**config.mk**
```make
export PLATFORM = sky130hd
export DESIGN_NAME = adc_serial_port
export DESIGN_NICKNAME = d
export VERILOG_FILES = /design/src/rtl/adc_sp_pkg.sv /design/src/rtl/adc_sp_sync.sv /design/src/rtl/adc_sp_clkgen.sv /design/src/rtl/adc_sp_shifter.sv /design/src/rtl/adc_serial_port.sv
export SDC_FILE = /design/constraint.sdc
export NUM_CORES = 1
export LEC_CHECK = 0
export ABC_AREA = 0
export BUFFER_PORTS_ARGS = -buffer_cell sky130_fd_sc_hd__buf_4
export CAP_MARGIN = 0
export CORE_UTILIZATION = 35
export DETAILED_ROUTE_END_ITERATION = 6
export PLACE_DENSITY = 0.58
export SKIP_LAST_GASP = 1
export SYNTH_ARGS = -nofsm -noshare
export SYNTH_HDL_FRONTEND = slang
export SYNTH_SLANG_ARGS = --single-unit
export TNS_END_PERCENT = 10
```
**constraint.sdc**
```tcl
create_clock -name clk -period 2.5 [get_ports clk]
set_clock_uncertainty 0.15 [all_clocks]
set_input_delay 0.5 -clock clk [delete_from_list [all_inputs] [get_ports clk]]
set_output_delay 0.5 -clock clk [all_outputs]
set_load 0.005 [all_outputs]
```
**src/rtl/adc_sp_pkg.sv**
```systemverilog
package adc_sp_pkg;

    typedef enum logic [1:0] {
        ST_IDLE   = 2'd0,
        ST_MSEND  = 2'd1,
        ST_SFRAME = 2'd2
    } port_state_t;

endpackage

```
**src/rtl/adc_sp_sync.sv**
```systemverilog
module adc_sp_sync #(
    parameter int   STAGES  = 2,
    parameter logic RST_VAL = 1'b0
) (
    input  logic clk,
    input  logic rst_n,
    input  logic d,
    output logic q
);
    logic [STAGES-1:0] pipe;

    always_ff @(posedge clk or negedge rst_n) begin
        if (!rst_n) pipe <= {STAGES{RST_VAL}};
        else        pipe <= {pipe[STAGES-2:0], d};
    end

    assign q = pipe[STAGES-1];
endmodule

```
**src/rtl/adc_sp_clkgen.sv**
```systemverilog
module adc_sp_clkgen #(
    parameter int DIVW = 2
) (
    input  logic            clk,
    input  logic            rst_n,
    input  logic            en,
    input  logic [DIVW-1:0] div,
    output logic            phase,
    output logic            bit_end
);
    localparam int CW = (1 << DIVW) - 1;

    logic [CW-1:0] cnt;
    logic [CW:0]   half;
    logic          last_half;

    assign half      = (CW+1)'(1) << div;
    assign last_half = ({1'b0, cnt} == half - 1'b1);
    assign bit_end   = en & phase & last_half;

    always_ff @(posedge clk or negedge rst_n) begin
        if (!rst_n) begin
            cnt   <= '0;
            phase <= 1'b0;
        end else if (!en) begin
            cnt   <= '0;
            phase <= 1'b0;
        end else if (last_half) begin
            cnt   <= '0;
            phase <= ~phase;
        end else begin
            cnt   <= cnt + 1'b1;
        end
    end

    // the clock phase is parked whenever no word is being sent
    a_r11_idle_phase: assert property (@(posedge clk) disable iff (!rst_n)
        !en |=> !phase);
endmodule

```
**src/rtl/adc_sp_shifter.sv**
```systemverilog
module adc_sp_shifter #(
    parameter int W = 16
) (
    input  logic         clk,
    input  logic         rst_n,
    input  logic         load,
    input  logic [W-1:0] load_val,
    input  logic         shift,
    input  logic         din,
    output logic         dout
);
    logic [W-1:0] shreg;

    always_ff @(posedge clk or negedge rst_n) begin
        if (!rst_n)     shreg <= '0;
        else if (load)  shreg <= load_val;
        else if (shift) shreg <= {shreg[W-2:0], din};
    end

    assign dout = shreg[W-1];

    // each shift takes in the chain input bit
    a_r9_chain_in: assert property (@(posedge clk) disable iff (!rst_n)
        (shift && !load) |=> (shreg[0] == $past(din)));
endmodule

```
**src/rtl/adc_serial_port.sv**
```systemverilog
module adc_serial_port
    import adc_sp_pkg::*;
#(
    parameter int WORD_W      = 16,
    parameter int DIVW        = 2,
    parameter int SYNC_STAGES = 2
) (
    input  logic              clk,
    input  logic              rst_n,
    input  logic              conv_start,
    input  logic              conv_done,
    input  logic [WORD_W-1:0] conv_result,
    input  logic              slave_sel,
    input  logic              rd_during,
    input  logic              fmt_twos,
    input  logic              sync_inv,
    input  logic              sclk_inv,
    input  logic [DIVW-1:0]   div_sel,
    input  logic              sclk_in,
    input  logic              cs_n,
    input  logic              sdin,
    output logic              sclk_out,
    output logic              sync_out,
    output logic              sdo,
    output logic              sdo_oe
);
    localparam int BCW = $clog2(WORD_W);
    localparam logic [BCW-1:0] LAST_BIT = BCW'(WORD_W - 1);

    port_state_t       state, state_nxt;
    logic [BCW-1:0]    bit_cnt;
    logic [WORD_W-1:0] held;
    logic [WORD_W-1:0] raw_word, load_word;
    logic [DIVW-1:0]   div_eff;
    logic              phase, bit_end;
    logic              sclk_s, sclk_d, cs_s, sdin_s;
    logic              cs_act, slv_edge, master_go;
    logic              load, shift;

    adc_sp_sync #(.STAGES(SYNC_STAGES), .RST_VAL(1'b0)) u_sync_clk (
        .clk(clk), .rst_n(rst_n), .d(sclk_in), .q(sclk_s));
    adc_sp_sync #(.STAGES(SYNC_STAGES), .RST_VAL(1'b1)) u_sync_cs (
        .clk(clk), .rst_n(rst_n), .d(cs_n), .q(cs_s));
    adc_sp_sync #(.STAGES(SYNC_STAGES), .RST_VAL(1'b0)) u_sync_din (
        .clk(clk), .rst_n(rst_n), .d(sdin), .q(sdin_s));

    always_ff @(posedge clk or negedge rst_n) begin
        if (!rst_n) sclk_d <= 1'b0;
        else        sclk_d <= sclk_s;
    end

    assign cs_act   = ~cs_s;
    assign slv_edge = sclk_inv ? (sclk_d & ~sclk_s) : (sclk_s & ~sclk_d);
    assign master_go = ~slave_sel & (rd_during ? conv_start : conv_done);
    assign div_eff  = rd_during ? '0 : div_sel;

    // latest result, sent later in read-during and slave modes
    always_ff @(posedge clk or negedge rst_n) begin
        if (!rst_n)         held <= '0;
        else if (conv_done) held <= conv_result;
    end

    assign raw_word  = (slave_sel || rd_during) ? held : conv_result;
    assign load_word = fmt_twos ? {~raw_word[WORD_W-1], raw_word[WORD_W-2:0]}
                                : raw_word;

    adc_sp_clkgen #(.DIVW(DIVW)) u_clkgen (
        .clk(clk), .rst_n(rst_n), .en(state == ST_MSEND), .div(div_eff),
        .phase(phase), .bit_end(bit_end));

    // state register
    always_ff @(posedge clk or negedge rst_n) begin
        if (!rst_n) state <= ST_IDLE;
        else        state <= state_nxt;
    end

    // next state and outputs
    always_comb begin
        state_nxt = state;
        unique case (state)
            ST_IDLE: begin
                if (slave_sel && cs_act) state_nxt = ST_SFRAME;
                else if (master_go)      state_nxt = ST_MSEND;
            end
            ST_MSEND: begin
                if (bit_end && bit_cnt == LAST_BIT) state_nxt = ST_IDLE;
            end
            ST_SFRAME: begin
                if (!slave_sel || !cs_act) state_nxt = ST_IDLE;
            end
            default: state_nxt = ST_IDLE;
        endcase

        load     = (state == ST_IDLE) && (state_nxt != ST_IDLE);
        shift    = ((state == ST_MSEND) && bit_end) ||
                   ((state == ST_SFRAME) && slv_edge);
        sclk_out = ((state == ST_MSEND) & phase) ^ sclk_inv;
        sync_out = (state == ST_MSEND) ^ sync_inv;
        sdo_oe   = slave_sel ? (state == ST_SFRAME) : 1'b1;
    end

    always_ff @(posedge clk or negedge rst_n) begin
        if (!rst_n)                            bit_cnt <= '0;
        else if (load)                         bit_cnt <= '0;
        else if (state == ST_MSEND && bit_end) bit_cnt <= bit_cnt + 1'b1;
    end

    adc_sp_shifter #(.W(WORD_W)) u_shift (
        .clk(clk), .rst_n(rst_n), .load(load), .load_val(load_word),
        .shift(shift), .din(slave_sel & sdin_s), .dout(sdo));

    // master data holds for the whole bit period
    a_r2_bit_hold: assert property (@(posedge clk) disable iff (!rst_n)
        (state == ST_MSEND && !bit_end) |=> $stable(sdo));

    // a master frame ends only after the last of its bits
    a_r3_word_len: assert property (@(posedge clk) disable iff (!rst_n)
        $fell(state == ST_MSEND) |-> ($past(bit_cnt) == LAST_BIT));

    // deselect turns the slave output driver off
    a_r10_oe_off: assert property (@(posedge clk) disable iff (!rst_n)
        (slave_sel && !cs_act) |=> (!sdo_oe || !slave_sel));
endmodule

```
* Word level (Yosys, flattened, before mapping)
Index checks and enable logic that the tools add are counted.
** Cells by class
- $add $sub $neg :: 3
- Eq/ne operators :: 5
- Shift-type cells :: 1
- Muxes and demuxes :: 19
- Bitwise operators :: 14
- Reduce and logical (&&, ||, !) cells :: 13
** Operators by type and width (count)
- $mux W16 :: 4
- $mux W2 :: 5
- $mux W4 :: 2
- $and A1 B1 Y1 :: 6
- $mux W3 :: 2
- $not A1 Y1 :: 6
- $pmux W2 S3 :: 1
- $reduce_bool A2 Y1 :: 3
- $logic_and A1 B1 Y1 :: 5
- $mux W1 :: 5
- $add A4 B1 Y4 const B :: 1
- $eq A3 B4 Y1 :: 1
- $eq A4 B4 Y1 const B :: 1
- $shl A1 B2 Y4 const A :: 1
- $sub A4 B1 Y4 const B :: 1
- $add A3 B1 Y3 const B :: 1
- $logic_or A1 B1 Y1 :: 3
- $eq A2 B1 Y1 const B :: 1
- $eq A2 B2 Y1 const B :: 1
- $logic_not A2 Y1 :: 1
- $ne A2 B2 Y1 const B :: 1
- $xor A1 B1 Y1 :: 2
- $logic_not A1 Y1 :: 1
** Word-level totals
- Register bits :: 49
- Input port bits :: 30
- Logic and storage cells :: 65

* Logic depth before layout (Yosys ltp)
Gate-level depths: netlist of the first run.
- Depth in word-level cells :: 11
- Gate-level depth with buffers :: 7
- Mapped depth without buffers :: 5

* Cells and area by module
A second synthesis of the first run with hierarchy kept.
** Second synthesis, totals
- Cells, all modules :: 207
- Area total of the unflattened synthesis :: 2406.1 µm²
** Modules (own cells, without submodules)
- adc_serial_port :: instances 1, cells each 111, area an instance 1288.7 µm², sequential area each 575.6 µm²
- adc_sp_shifter :: instances 1, cells each 69, area an instance 744.5 µm², sequential area each 400.4 µm²
- adc_sp_clkgen :: instances 1, cells each 21, area an instance 220.2 µm², sequential area each 100.1 µm²
- adc_sp_sync at u_sync_clk ... :: instances 2, cells each 2, area an instance 50.0 µm², sequential area each 50.0 µm²
- adc_sp_sync at u_sync_cs :: instances 1, cells each 2, area an instance 52.6 µm², sequential area each 52.6 µm²

* Worst setup path before layout of the first run
OpenSTA, ideal clock, no wires.
- Path type :: input -> register
- Start :: input div_sel[1]
- End :: register u_shift.shreg[8]
- Setup time :: 0.137 ns
- Arrival time :: 1.980 ns
- Required time :: 2.213 ns
- Setup slack :: 0.233 ns
- Stages :: 6
- Cell sequence :: or4b_1 > a311oi_2 > o21bai_1 > clkbuf_1 > a31o_2 > a2bb2oi_1
** On the way
- Word-level cells in the longest chain between the ends :: 11
- Elaborated cells on any way between the ends :: 14
** RTL lines
- start, declared :: RTL line adc_serial_port.sv:18 : input logic [DIVW-1:0] div_sel,
- $mux W2 * :: RTL line adc_serial_port.sv:55 : assign div_eff = rd_during ? '0 : div_sel;
- $shl A1 B2 Y4 * :: RTL line adc_sp_clkgen.sv:17 : assign half = (CW+1)'(1) << div;
- $sub A4 B1 Y4 * :: RTL line adc_sp_clkgen.sv:18 : assign last_half = ({1'b0, cnt} == half - 1'b1);
- $eq A3 B4 Y1 * :: RTL line adc_sp_clkgen.sv:18
- $and A1 B1 Y1 * :: RTL line adc_sp_clkgen.sv:19 : assign bit_end = en & phase & last_half;
- $logic_and A1 B1 Y1 :: RTL line adc_serial_port.sv:86 : if (bit_end && bit_cnt == LAST_BIT) state_nxt = ST_IDLE;
- $mux W2 :: RTL line adc_serial_port.sv:86
- $pmux W2 S3 :: RTL line adc_serial_port.sv:80 : unique case (state)
- $reduce_bool A2 Y1 :: RTL line adc_serial_port.sv:94 : load = (state == ST_IDLE) && (state_nxt != ST_IDLE);
- $logic_and A1 B1 Y1 :: RTL line adc_serial_port.sv:94
- $mux W16 / $reduce_bool A2 Y1 (equally long branches)
- end signal, assigned :: RTL line adc_sp_shifter.sv:16 : else if (load) shreg <= load_val;
- end signal, assigned :: RTL line adc_sp_shifter.sv:17 : else if (shift) shreg <= {shreg[W-2:0], din};
- end, declared :: RTL line adc_sp_shifter.sv:12 : logic [W-1:0] shreg;
Every way passes the cells marked *; elsewhere a longest branch is shown, timed or not.
A chain may end at the register's enable or synchronous reset.

* Worst setup path after layout of the first run
- Start :: register u_clkgen.cnt[1]
- End :: register u_shift.shreg[6]
** On the way
- Word-level cells in the longest chain between the ends :: 8
- Elaborated cells on any way between the ends :: 11
** RTL lines
- start, declared :: RTL line adc_sp_clkgen.sv:13 : logic [CW-1:0] cnt;
- start signal, assigned :: RTL line adc_sp_clkgen.sv:32 : cnt <= cnt + 1'b1;
- $eq A3 B4 Y1 * :: RTL line adc_sp_clkgen.sv:18
- $and A1 B1 Y1 * :: RTL line adc_sp_clkgen.sv:19
- $logic_and A1 B1 Y1 :: RTL line adc_serial_port.sv:86
- $mux W2 :: RTL line adc_serial_port.sv:86
- $pmux W2 S3 :: RTL line adc_serial_port.sv:80
- $reduce_bool A2 Y1 :: RTL line adc_serial_port.sv:94
- $logic_and A1 B1 Y1 :: RTL line adc_serial_port.sv:94
- $mux W16 / $reduce_bool A2 Y1 (equally long branches)
Marked as above.

==> results.ini, run 1 <==
[status]
outcome = finished with violations
failed_checks = design-rule violations

[timing]
fin_crit_sh_pct = 89.90
slew_viol_final = 0
max-slew-margin-rel_pct = 39.81
tns_ps = 0
finalHoldViolations = 0
rsz0062_at_grt = false
layout_min_cycle_time_ps = 2248
max_freq_mhz = 444.9
final-setup-viol-count = 0
whs_ps = 67.54
worstMarginPinSlew_ps = 902.8

[finish]
drive_gt1_share_pct = 35.68
finalNonFillerCells = 304
n_antenna_cell = 0
finish.instance_area_um2 = 2835
nets = 258
n_fill_cell = 628
area_delta_synth_final_pct = 19.58

[worst_setup_path]
crit_type = flip-flop to flip-flop
cp_slowest_cell = or4b_1
crit_path_cell_trace = or4b_1 > a311oi_2 > o21bai_2 > buf_12 > a31o_2 > a2bb2oi_1
cpPeakStageDelay_ps = 530
cp.required_ps = 2540
crit_family = compound AO/OA/AOI/OAI gates
cp_max_fo = 35
critPathArrivalTime_ps = 2280
cp-start-kind = flip-flop
path_buf_inv = 1
end_kind = flip-flop

[global_routing]
grt_pass1_wl_um = 7383
grt_usage_pct = 13.15
grt-ovfl-total = 0
antenna_found_initial = 0
grt_pass1_vias = 1587
grt_max_degree = 50

[synth]
synth_ff_type = dfrtp_1
synthDistinctLibCells = 38
synth_xor_area_share_pct = 2.216
async_flop_share_pct = 100.0
yosysSeqAreaShare_pct = 51.82
synth_compound_area_share_pct = 20.11
synth_top_family_by_area = compound AO/OA/AOI/OAI gates
synth-simple-area-share_pct = 6.385
syn_nets = 228
synth-edff-count = 0
syn_inst = 196
avgSynthCellArea_um2 = 12.10
yosys-top-cells-area = dfrtp_1 50%, mux2i_1 7.6%, mux2_2 7.6%
synth.cell_area_um2 = 2371
yosysTopAreaCellShare_pct = 49.60
synth_largest_area_cell = dfrtp_1
muxShareOfSynthArea_pct = 15.20
synthAdderAreaFrac_pct = 1.055
ys.warnings.count = 0
ys_seq_elements = 49

[route]
routed_wl_um = 4346
vias = 1598
drc = 2
drt_first_pass_iters = 6
drt-initial-drc-count = 78
vias_per_cell = 5.257
ant_nets = 0
wl_per_cell_um = 14.30

[job]
cap_viol_max_count = 0

[clocking]
ctsHoldBuffers = 0
cts_tree = built
cts_max_path_buffers = 2
cts_sinks = 49
h-tree-depth = 2
root_buffer = clkbuf_8
cts.clk_slew.worst_paths_ps = 100
postCtsSetupRepairBufs = 0
cts_resized = 0
cts_buffers = 5
clock_latency_ps = 300

[pwr]
pwr-share-clk_pct = 22.9
power_uw = 2498
total_leakage_power_uw = 0.001229
power_density_nw_per_um2 = 881.1
p_comb_share_pct = 32.2
p_sw_share_pct = 28.25
switchingPower_uw = 705.8
seqPwrFrac_pct = 44.9
intPower_uw = 1792
ir_worst_vdd_v = 0.0003451

[floorplan]
core_um2 = 6459
num_io_pins = 34
die_w_um = 84.31
die_h_um = 84.31
start_util_pct = 36.71
core.rowCount = 29
die-area_um2 = 7107

[place]
routabilityCongestion = 0.7276
place_inst = 296
place_area_um2 = 2720
port_buffers = 33
dp_hpwl_um = 2735

[min_path]
hold_path.class = primary input to async pin

==> sequential cells by signal, summed over array words and instances (netlist names) <==
signal,cells
bit_cnt,4
state,2
u_clkgen.phase,1
u_shift.shreg,16
held,16
u_clkgen.cnt,3
u_sync_clk.pipe,2
u_sync_din.pipe,2
sclk_d,1
u_sync_cs.pipe,2
==> cells in the mapped netlist, drive strengths merged (2+ instances only) <==
library cell,instances
a21boi,15
a21o,2
a21oi,3
a2bb2oi,15
a311oi,2
a31o,15
buf,5
clkbuf,8
dfrtp,47
dfstp,2
ha,2
inv,3
mux2,16
mux2i,18
nand2,5
nand2b,2
nor2,12
nor3,2
o21ai,2
or3,2
xnor2,3
xor2,3
==> path summary, 6_finish.rpt <==
path | start | endpoint | slack (ps) | cells past startpoint
max reg2reg | u_clkgen.cnt[1]$_DFF_PN0_ | u_shift.shreg[6]$_DFFE_PN0P_ | 250 | 6
min in group clk | sclk_in | u_sync_clk.pipe[0]$_DFF_PN0_ | 160 | 1
min | rst_n | held[14]$_DFFE_PN0P_ | 70 | 1
max | u_clkgen.cnt[1]$_DFF_PN0_ | u_shift.shreg[6]$_DFFE_PN0P_ | 250 | 6
min reg2reg | u_sync_clk.pipe[0]$_DFF_PN0_ | u_sync_clk.pipe[1]$_DFF_PN0_ | 200 | 0
max in group asynchronous | rst_n | u_sync_clk.pipe[0]$_DFF_PN0_ | 1700 | 1
==> placed cells by master, fill, tap and decap left out, types with 2 or more instances in the layout <==
master     instances
dfrtp_1           47
buf_4             33
mux2i_1           18
mux2_2            16
a31o_2            15
a2bb2oi_1         15
a21boi_0          13
nor2_1            11
nand2_1            5
clkbuf_8           5
inv_1              3
xnor2_1            3
xor2_1             3
buf_12             3
nor3_1             2
nand2b_1           2
a21o_1             2
a21boi_1           2
or3_1              2
o21ai_0            2
a21oi_1            2
ha_1               2
dfstp_2            2
==> metrics by stage <==
step                      worst slack [ps]  utilization [%]
after detailed placement             18.38            42.12
after CTS                            241.2            43.90
after floorplan                      233.0                -
final                                252.4            43.90
after global routing                 80.35            43.90
after global placement               45.52            42.12
==> area by class of cell <==
class	instances	area [um2]	area share, %
inverters	3	11.26	0.3972
clock inverters	3	46.29	1.633
multi-input cells	131	1076	37.95
repair buffers	36	307.8	10.86
well taps	77	96.34	3.398
clock buffers	5	68.82	2.427
flip-flops and latches	49	1229	43.34
==> power by group through the flow <==
stage / sequential, uW / clock [uW] / combinational, uW
final: 1120 / 572 / 805
after CTS: 1120 / 601 / 818
after floorplan: 1100 / 0 / 629
after global placement: 1130 / 0 / 798
after detailed placement: 1140 / 0 / 815
after global routing: 1150 / 627 / 900
==> worst reg2reg max path, delay by kind of cell, from the launching register on <==
family,cells,cell delay (ps)
AOI/OAI and AO/OA,4,840
buffers and inverters,1,200
DFF,1,420
and+or+nand+nor,1,530
==> cells by family after synthesis <==
kind of cell / after synthesis
mux: 34
xor+xnor: 6
flops: 49
fa+ha+maj: 2
buf+inv: 16
simple gates: 30
compound gates: 59
==> layer usage <==
metal | vias up | wire length (um) | track usage (%)
met2 | 28 | 1948 | 20.72
met5 | - | 0 | 0
met4 | 0 | 31 | 5.172
met1 | 779 | 2233 | 17.86
li1 | 787 | - | -
met3 | 4 | 133 | 2.655
No activity file was read; power rests on OpenSTA's default activity.
==> run 2: changes to the inputs <==
--- a/config.mk
+++ b/config.mk
@@ -14,5 +14,6 @@
 export SKIP_LAST_GASP = 1
 export SYNTH_ARGS = -nofsm -noshare
 export SYNTH_HDL_FRONTEND = slang
+export SYNTH_HIERARCHICAL = 1
 export SYNTH_SLANG_ARGS = --single-unit
 export TNS_END_PERCENT = 10
==> run 2 against run 1 <==
  * The run now ends clean
  * Sequential share of layout area decreased by 0.47 points
  * First-iteration DRC count increased by 22%
  * Synthesized area increased by 1.5%
  * Synthesized cell count increased by 5.6%
  * Final area increased by 1.1%
  * Register-to-register slack improved by 98 ps
  * Cell count increased by 5.9%
  * Critical path depth increased by 5
  * Routed wire length increased by 0.28%
  * Critical path type is now primary input to flip-flop
  * Critical endpoint is now u_shift/shreg[4]$_DFFE_PN0P_
  * Highest routed layer unchanged
==> results.ini, run 2 <==
[status]
outcome = finished, final reports clean  ; was finished with violations

[floorplan]
core.rowCount = 29  ; unchanged
core_um2 = 6495  ; was 6459 um2
die-area_um2 = 7210  ; was 7107 um2
die_w_um = 84.91  ; was 84.31 um
num_io_pins = 34  ; unchanged
start_util_pct = 37.04  ; was 36.71%
die_h_um = 84.91  ; was 84.31 um

[finish]
nets = 276  ; was 258
n_fill_cell = 619  ; was 628
top_regs = held: 16 flops, u_shift/shreg: 16 flops, bit_cnt: 4 flops  ; was held: 16 flops, u_shift.shreg: 16 flops, bit_cnt: 4 flops
final_common_cell = dfrtp_1  ; unchanged
n_antenna_cell = 0  ; unchanged
area_delta_synth_final_pct = 19.14  ; was 19.58%
drive_gt1_share_pct = 35.92  ; was 35.68%
layout_common_cells = 47 x dfrtp_1, 40 x buf_4, 32 x mux2_2  ; was 47 x dfrtp_1, 33 x buf_4, 18 x mux2i_1

[synth]
yosysSeqAreaShare_pct = 51.07  ; was 51.82%
synthDistinctLibCells = 39  ; was 38
synth-edff-count = 0  ; unchanged
synth_ff_type = dfrtp_1  ; unchanged
syn_inst = 207  ; was 196
synth.cell_area_um2 = 2406  ; was 2371 um2
ys.warnings.count = 6  ; was 0
yosys-top-cells-area = dfrtp_1 49%, mux2_2 15%, mux2i_1 7.9%  ; was dfrtp_1 50%, mux2i_1 7.6%, mux2_2 7.6%
avgSynthCellArea_um2 = 11.62  ; was 12.10 um2
ys_seq_elements = 49  ; unchanged
yosysTopAreaCellShare_pct = 48.88  ; was 49.60%
syn_nets = 239  ; was 228
async_flop_share_pct = 100.0  ; unchanged
post-synth-top-count-cell = dfrtp_1  ; unchanged
synthTopCellsByCount = 47 x dfrtp_1, 32 x mux2_2, 25 x nand2_1  ; was 47 x dfrtp_1, 18 x mux2i_1, 16 x mux2_2
synth_largest_area_cell = dfrtp_1  ; unchanged

[timing]
finalHoldViolations = 0  ; unchanged
final-setup-viol-count = 0  ; unchanged
layout_min_cycle_time_ps = 2212  ; was 2248 ps
max-slew-margin-rel_pct = 58.26  ; was 39.81%
slew_viol_final = 0  ; unchanged
layout_setup_ws_ps = 288.4  ; was 252.4 ps
fin_crit_sh_pct = 88.47  ; was 89.90%
tns_ps = 0  ; unchanged
whs_ps = 68.34  ; was 67.54 ps
rsz0062_at_grt = false  ; unchanged
max_freq_mhz = 452.2  ; was 444.9 MHz
worstMarginPinSlew_ps = 626.2  ; was 902.8 ps

[clocking]
cts_buffers = 5  ; unchanged
cts_sinks = 49  ; unchanged
cts_max_path_buffers = 2  ; unchanged
cts.clk_slew.worst_paths_ps = 90  ; was 100 ps
ctsHoldBuffers = 0  ; unchanged
postCtsSetupRepairBufs = 0  ; unchanged
clock_latency_ps = 300  ; about the same
cts_tree = built  ; unchanged
root_buffer = clkbuf_8  ; unchanged
cts_resized = 0  ; unchanged
h-tree-depth = 2  ; unchanged

[global_routing]
use_met2_pct = 21.06  ; was 20.72%
grt_pass1_vias = 1595  ; was 1,587
grt_use_met3_pct = 3.502  ; was 2.655%
grt_usage_pct = 13.43  ; was 13.15%
grt_max_degree = 50  ; unchanged
grt_pass1_wl_um = 7521  ; was 7383 um
grt-ovfl-total = 0  ; unchanged
antenna_found_initial = 0  ; unchanged
grt-busiest-layer = met2  ; unchanged
use_met1_pct = 17.70  ; was 17.86%

[place]
dp_slack_ps = -20.27  ; was 18.38 ps
routabilityCongestion = 0.7414  ; was 0.7276
dp_hpwl_um = 2964  ; was 2735 um
port_buffers = 33  ; unchanged

[route]
ant_nets = 0  ; unchanged
vias = 1623  ; was 1,598
vias_per_cell = 5.040  ; was 5.257
wl_per_cell_um = 13.53  ; was 14.30 um
routed_wl_um = 4358  ; was 4346 um
drc = 0  ; was 2
drt-initial-drc-count = 95  ; was 78
drt_first_pass_iters = 6  ; unchanged

[worst_setup_path]
cp_max_fo = 16  ; was 35
crit_type = primary input to flip-flop  ; was flip-flop to flip-flop
cp.required_ps = 2530  ; was 2540 ps
end_kind = flip-flop  ; unchanged
cp-start-kind = primary input  ; was flip-flop
critPathArrivalTime_ps = 2240  ; was 2280 ps

[min_path]
hold_path.class = primary input to async pin  ; unchanged

[job]
cap_viol_max_count = 0  ; unchanged

[pwr]
total_leakage_power_uw = 0.001230  ; was 0.001229 uW
ir_worst_vdd_v = 0.0003991  ; was 0.0003451 V
power_density_nw_per_um2 = 821.6  ; was 881.1 nW/um2

-- run 2: where the power goes --
group,internal (uW),total [uW],leakage [uW],switching [uW]
clock network,325,590,0.0000574,265
logic,336,659,0.000573,324
registers,986,1110,0.000599,120
-- run 2: routing by layer --
metal | part of all wire [%] | up-vias
li1 | - | 812
met1 | 50 | 781
met2 | 45 | 26
met3 | 3.4 | 4
met4 | 1.7 | 0
met5 | 0 | -
-- run 2: cell families after synthesis --
family / synth area share (%)
AO/OA/AOI/OAI: 8.060
XOR/XNOR: 1.456
adder cells (fa/ha/maj): 1.040
buffers and inverters: 3.588
flip-flops: 51.07
multiplexers: 22.88
AND/OR/NAND/NOR: 11.91
-- run 2: path summary, 6_finish.rpt --
kind / to / startpoint / slack [ps] / depth (start not counted)
setup / recovery: u_shift/shreg[4]$_DFFE_PN0P_ / rd_during / 290 / 11
hold / removal: bit_cnt[0]$_DFFE_PN0P_ / rst_n / 70 / 1
setup reg to reg: u_shift/shreg[4]$_DFFE_PN0P_ / u_clkgen/cnt[1]$_DFF_PN0_ / 350 / 9
hold reg to reg: u_sync_clk/pipe[1]$_DFF_PN0_ / u_sync_clk/pipe[0]$_DFF_PN0_ / 200 / 0
max in group asynchronous: u_shift/shreg[0]$_DFFE_PN0P_ / rst_n / 1720 / 1
min in group clk: u_sync_clk/pipe[0]$_DFF_PN0_ / sclk_in / 160 / 1
-- run 2: layout make-up --
type                       instances  area, um2  share of cell area [%]
clock buffer                       6      82.58                   2.881
tap                               77      96.34                   3.361
inverter                           1      3.754                  0.1309
timing repair buffer              41      320.3                   11.17
multi-input combinational        146       1097                   38.28
clock inverter                     2      37.54                   1.309
sequential                        49       1229                   42.86
-- run 2: metrics by stage --
stage / area [um2] / total power [uW] / instances / util [%]
final: 2867 / 2355 / 322 / 44.13
after global routing: 2867 / 2538 / 322 / 44.13
after CTS: 2867 / 2392 / 322 / 44.13
after detailed placement: 2746 / 1789 / 314 / 42.28
after global placement: 2746 / 1773 / 314 / 42.28
after floorplan: 2406 / 1557 / 207 / -
-- run 2: worst max-delay path: stages --
cell and delay (ps):
buf_4 110, nor2b_1 210, and3_1 210, o211ai_2 90, and3_4 190, nor2_1 150
nand2_1 100, o22ai_2 200, buf_12 190, mux2i_1 210, o21ai_1 70
==> run 3: changes to the inputs <==
--- a/config.mk
+++ b/config.mk
@@ -8,6 +8,7 @@
 export ABC_AREA = 0
 export BUFFER_PORTS_ARGS = -buffer_cell sky130_fd_sc_hd__buf_4
 export CAP_MARGIN = 0
+export CORE_ASPECT_RATIO = 1.4
 export CORE_UTILIZATION = 35
 export DETAILED_ROUTE_END_ITERATION = 6
 export PLACE_DENSITY = 0.58
==> run 3 against run 2 <==
  * Non-clock buffer count up 1
  * Cell count up 5.0%
  * Clock power down 18%
  * Sequential cell count unchanged
  * Sequential power about the same
  * Via count down 0.80%
  * Critical path depth unchanged
  * Die area about the same
  * Critical endpoint is now u_shift/shreg[0]$_DFFE_PN0P_
  * Largest power group unchanged
==> results.ini, run 3 (synthesis gave the netlist of run 2 again) <==
[min_path]
hold_path.class = primary input to async pin  ; unchanged

[timing]
layout_min_cycle_time_ps = 2301  ; was 2212 ps
final-setup-viol-count = 0  ; unchanged
slew_viol_final = 0  ; unchanged
rsz0062_at_grt = false  ; unchanged
max_freq_mhz = 434.5  ; was 452.2 MHz
finalHoldViolations = 0  ; unchanged
worstMarginPinSlew_ps = 1047  ; was 626.2 ps
fin_crit_sh_pct = 92.05  ; was 88.47%
max-slew-margin-rel_pct = 30.16  ; was 58.26%
layout_setup_ws_ps = 198.8  ; was 288.4 ps

[worst_setup_path]
cp_max_fo = 16  ; unchanged
cp_slowest_cell = mux2i_1  ; was nor2b_1
r2r_cells = 9  ; unchanged
cp.required_ps = 2480  ; was 2530 ps
r2r_start = u_clkgen/cnt[1]$_DFF_PN0_  ; unchanged
crit_end = u_shift/shreg[0]$_DFFE_PN0P_  ; was u_shift/shreg[4]$_DFFE_PN0P_
crit_type = primary input to flip-flop  ; unchanged
cpPeakStageDelay_ps = 220  ; was 210 ps
path_buf_inv = 2  ; unchanged
critPathArrivalTime_ps = 2280  ; was 2240 ps
crit_family = simple AND/OR/NAND/NOR gates  ; unchanged
ff2ff_setup_slack_ps = 250  ; was 350 ps
end_kind = flip-flop  ; unchanged
critical_path.startpoint = rd_during  ; unchanged
cp-start-kind = primary input  ; unchanged
r2r-end = u_shift/shreg[0]$_DFFE_PN0P_  ; was u_shift/shreg[4]$_DFFE_PN0P_
crit_path_cell_trace = buf_4 > nor2b_1 > and3_1 > o211ai_2 > and3_4 > nor2_1 > nand2_1 > o22ai_2 > buf_12 > mux2i_1 > o21ai_0  ; was buf_4 > nor2b_1 > and3_1 > o211ai_2 > and3_4 > nor2_1 > nand2_1 > o22ai_2 > buf_12 > mux2i_1 > o21ai_1
cp.depth = 11  ; unchanged

[clocking]
cts_buffers = 5  ; unchanged
cts_tree = built  ; unchanged
cts.clk_slew.worst_paths_ps = 90  ; about the same
cts_sinks = 49  ; unchanged
root_buffer = clkbuf_8  ; unchanged
cts_max_path_buffers = 2  ; unchanged
postCtsSetupRepairBufs = 0  ; unchanged
clock_latency_ps = 290  ; was 300 ps
h-tree-depth = 2  ; unchanged
ctsHoldBuffers = 0  ; unchanged
cts_resized = 0  ; unchanged

[route]
routed_wl_um = 4343  ; was 4358 um
drt-initial-drc-count = 51  ; was 95
ant_nets = 0  ; unchanged
drt_first_pass_iters = 4  ; was 6
vias_per_cell = 4.763  ; was 5.040
wl_per_cell_um = 12.85  ; was 13.53 um
drc = 0  ; unchanged
vias = 1610  ; was 1,623

[floorplan]
core.rowCount = 35  ; was 29
core_um2 = 6613  ; was 6495 um2
num_io_pins = 34  ; unchanged
die_h_um = 100.1  ; was 84.91 um
die-area_um2 = 7215  ; was 7210 um2
start_util_pct = 36.39  ; was 37.04%
die_w_um = 72.08  ; was 84.91 um

[global_routing]
antenna_found_initial = 0  ; unchanged
grt_usage_pct = 12.92  ; was 13.43%
grt_max_degree = 50  ; unchanged
grt-ovfl-total = 0  ; unchanged
grt_pass1_wl_um = 7265  ; was 7521 um
grt_pass1_vias = 1594  ; was 1,595

[finish]
n_antenna_cell = 0  ; unchanged
top_regs = held: 16 flops, u_shift/shreg: 16 flops, bit_cnt: 4 flops  ; unchanged
area_delta_synth_final_pct = 19.34  ; was 19.14%
seq_area_um2 = 1229  ; unchanged
drive_gt1_share_pct = 36.59  ; was 35.92%
nets = 277  ; was 276
finish.instance_area_um2 = 2872  ; was 2867 um2
multi_input_area_um2 = 1100  ; was 1097 um2
n_fill_cell = 651  ; was 619
final_common_cell = dfrtp_1  ; unchanged
layout_common_cells = 47 x dfrtp_1, 41 x buf_4, 32 x mux2_2  ; was 47 x dfrtp_1, 40 x buf_4, 32 x mux2_2

[job]
cap_viol_max_count = 0  ; unchanged

[place]
port_buffers = 33  ; unchanged
dp_hpwl_um = 3110  ; was 2964 um
routabilityCongestion = 0.8290  ; was 0.7414
dp_slack_ps = -96.86  ; was -20.27 ps
place_area_um2 = 2775  ; was 2746 um2

[status]
outcome = finished, final reports clean  ; unchanged

[pwr]
power_uw = 2239  ; was 2355 uW
power_density_nw_per_um2 = 779.7  ; was 821.6 nW/um2
ir_worst_vdd_v = 0.0003089  ; was 0.0003991 V
total_leakage_power_uw = 0.001228  ; was 0.001230 uW

-- run 3: cell count changes in the layout (fill, tap and decap cells not counted) --
| cell | previous run | this run |
|---|---|---|
| buf_4 | 40 | 41 |
| bufinv_16 | 1 | 0 |
| clkinv_2 | 0 | 1 |
| clkinv_4 | 0 | 1 |
| clkinvlp_4 | 1 | 0 |
| nor2_1 | 4 | 3 |
| nor2_2 | 1 | 2 |
-- run 3: stage by stage --
step	setup TNS (ps)	instances	utilization, %	hold WS (ps)
CTS	0	338	43.42	85.56
global placement	-313.0	330	41.97	182.7
floorplan	0	207	-	54.41
global route	0	338	43.42	115.2
finish	0	338	43.42	56.81
detailed placement	-956.0	330	41.97	185.6
-- run 3: layer usage --
layer / wire (um) / track usage [%]
met1: 1919 / 15.34
met2: 2258 / 23.08
met3: 118 / 2.309
met4: 46 / 4.525
met5: 0 / 0
-- run 3: worst min-delay path by stage --
stage,end,slack (ps),from,depth (start not counted)
3_5_place_dp,u_sync_din/pipe[1]$_DFF_PN0_,190,u_sync_din/pipe[0]$_DFF_PN0_,0
6_report,u_clkgen/cnt[2]$_DFF_PN0_,60,rst_n,1
4_1_cts,bit_cnt[2]$_DFFE_PN0P_,90,rst_n,1
5_1_grt,u_clkgen/cnt[2]$_DFF_PN0_,120,rst_n,1
2_1_floorplan,bit_cnt[0]$_DFFE_PN0P_,50,rst_n,0
3_3_place_gp,u_sync_din/pipe[1]$_DFF_PN0_,180,u_sync_din/pipe[0]$_DFF_PN0_,0
-- run 3: cell type report --
cell class	instances	share of cell area (%)
multi-input cells	146	38.30
inverters	1	0.1307
clock buffers	6	2.876
clock inverters	2	0.4793
repair buffers	42	11.42
well taps	92	4.009
flip-flops and latches	49	42.79
-- run 3: power by group --
group | switching, uW | internal [uW] | total, uW | leakage [uW]
combinational | 314 | 333 | 647 | 0.000578
sequential | 122 | 986 | 1110 | 0.000599
clock | 259 | 225 | 483 | 0.0000512
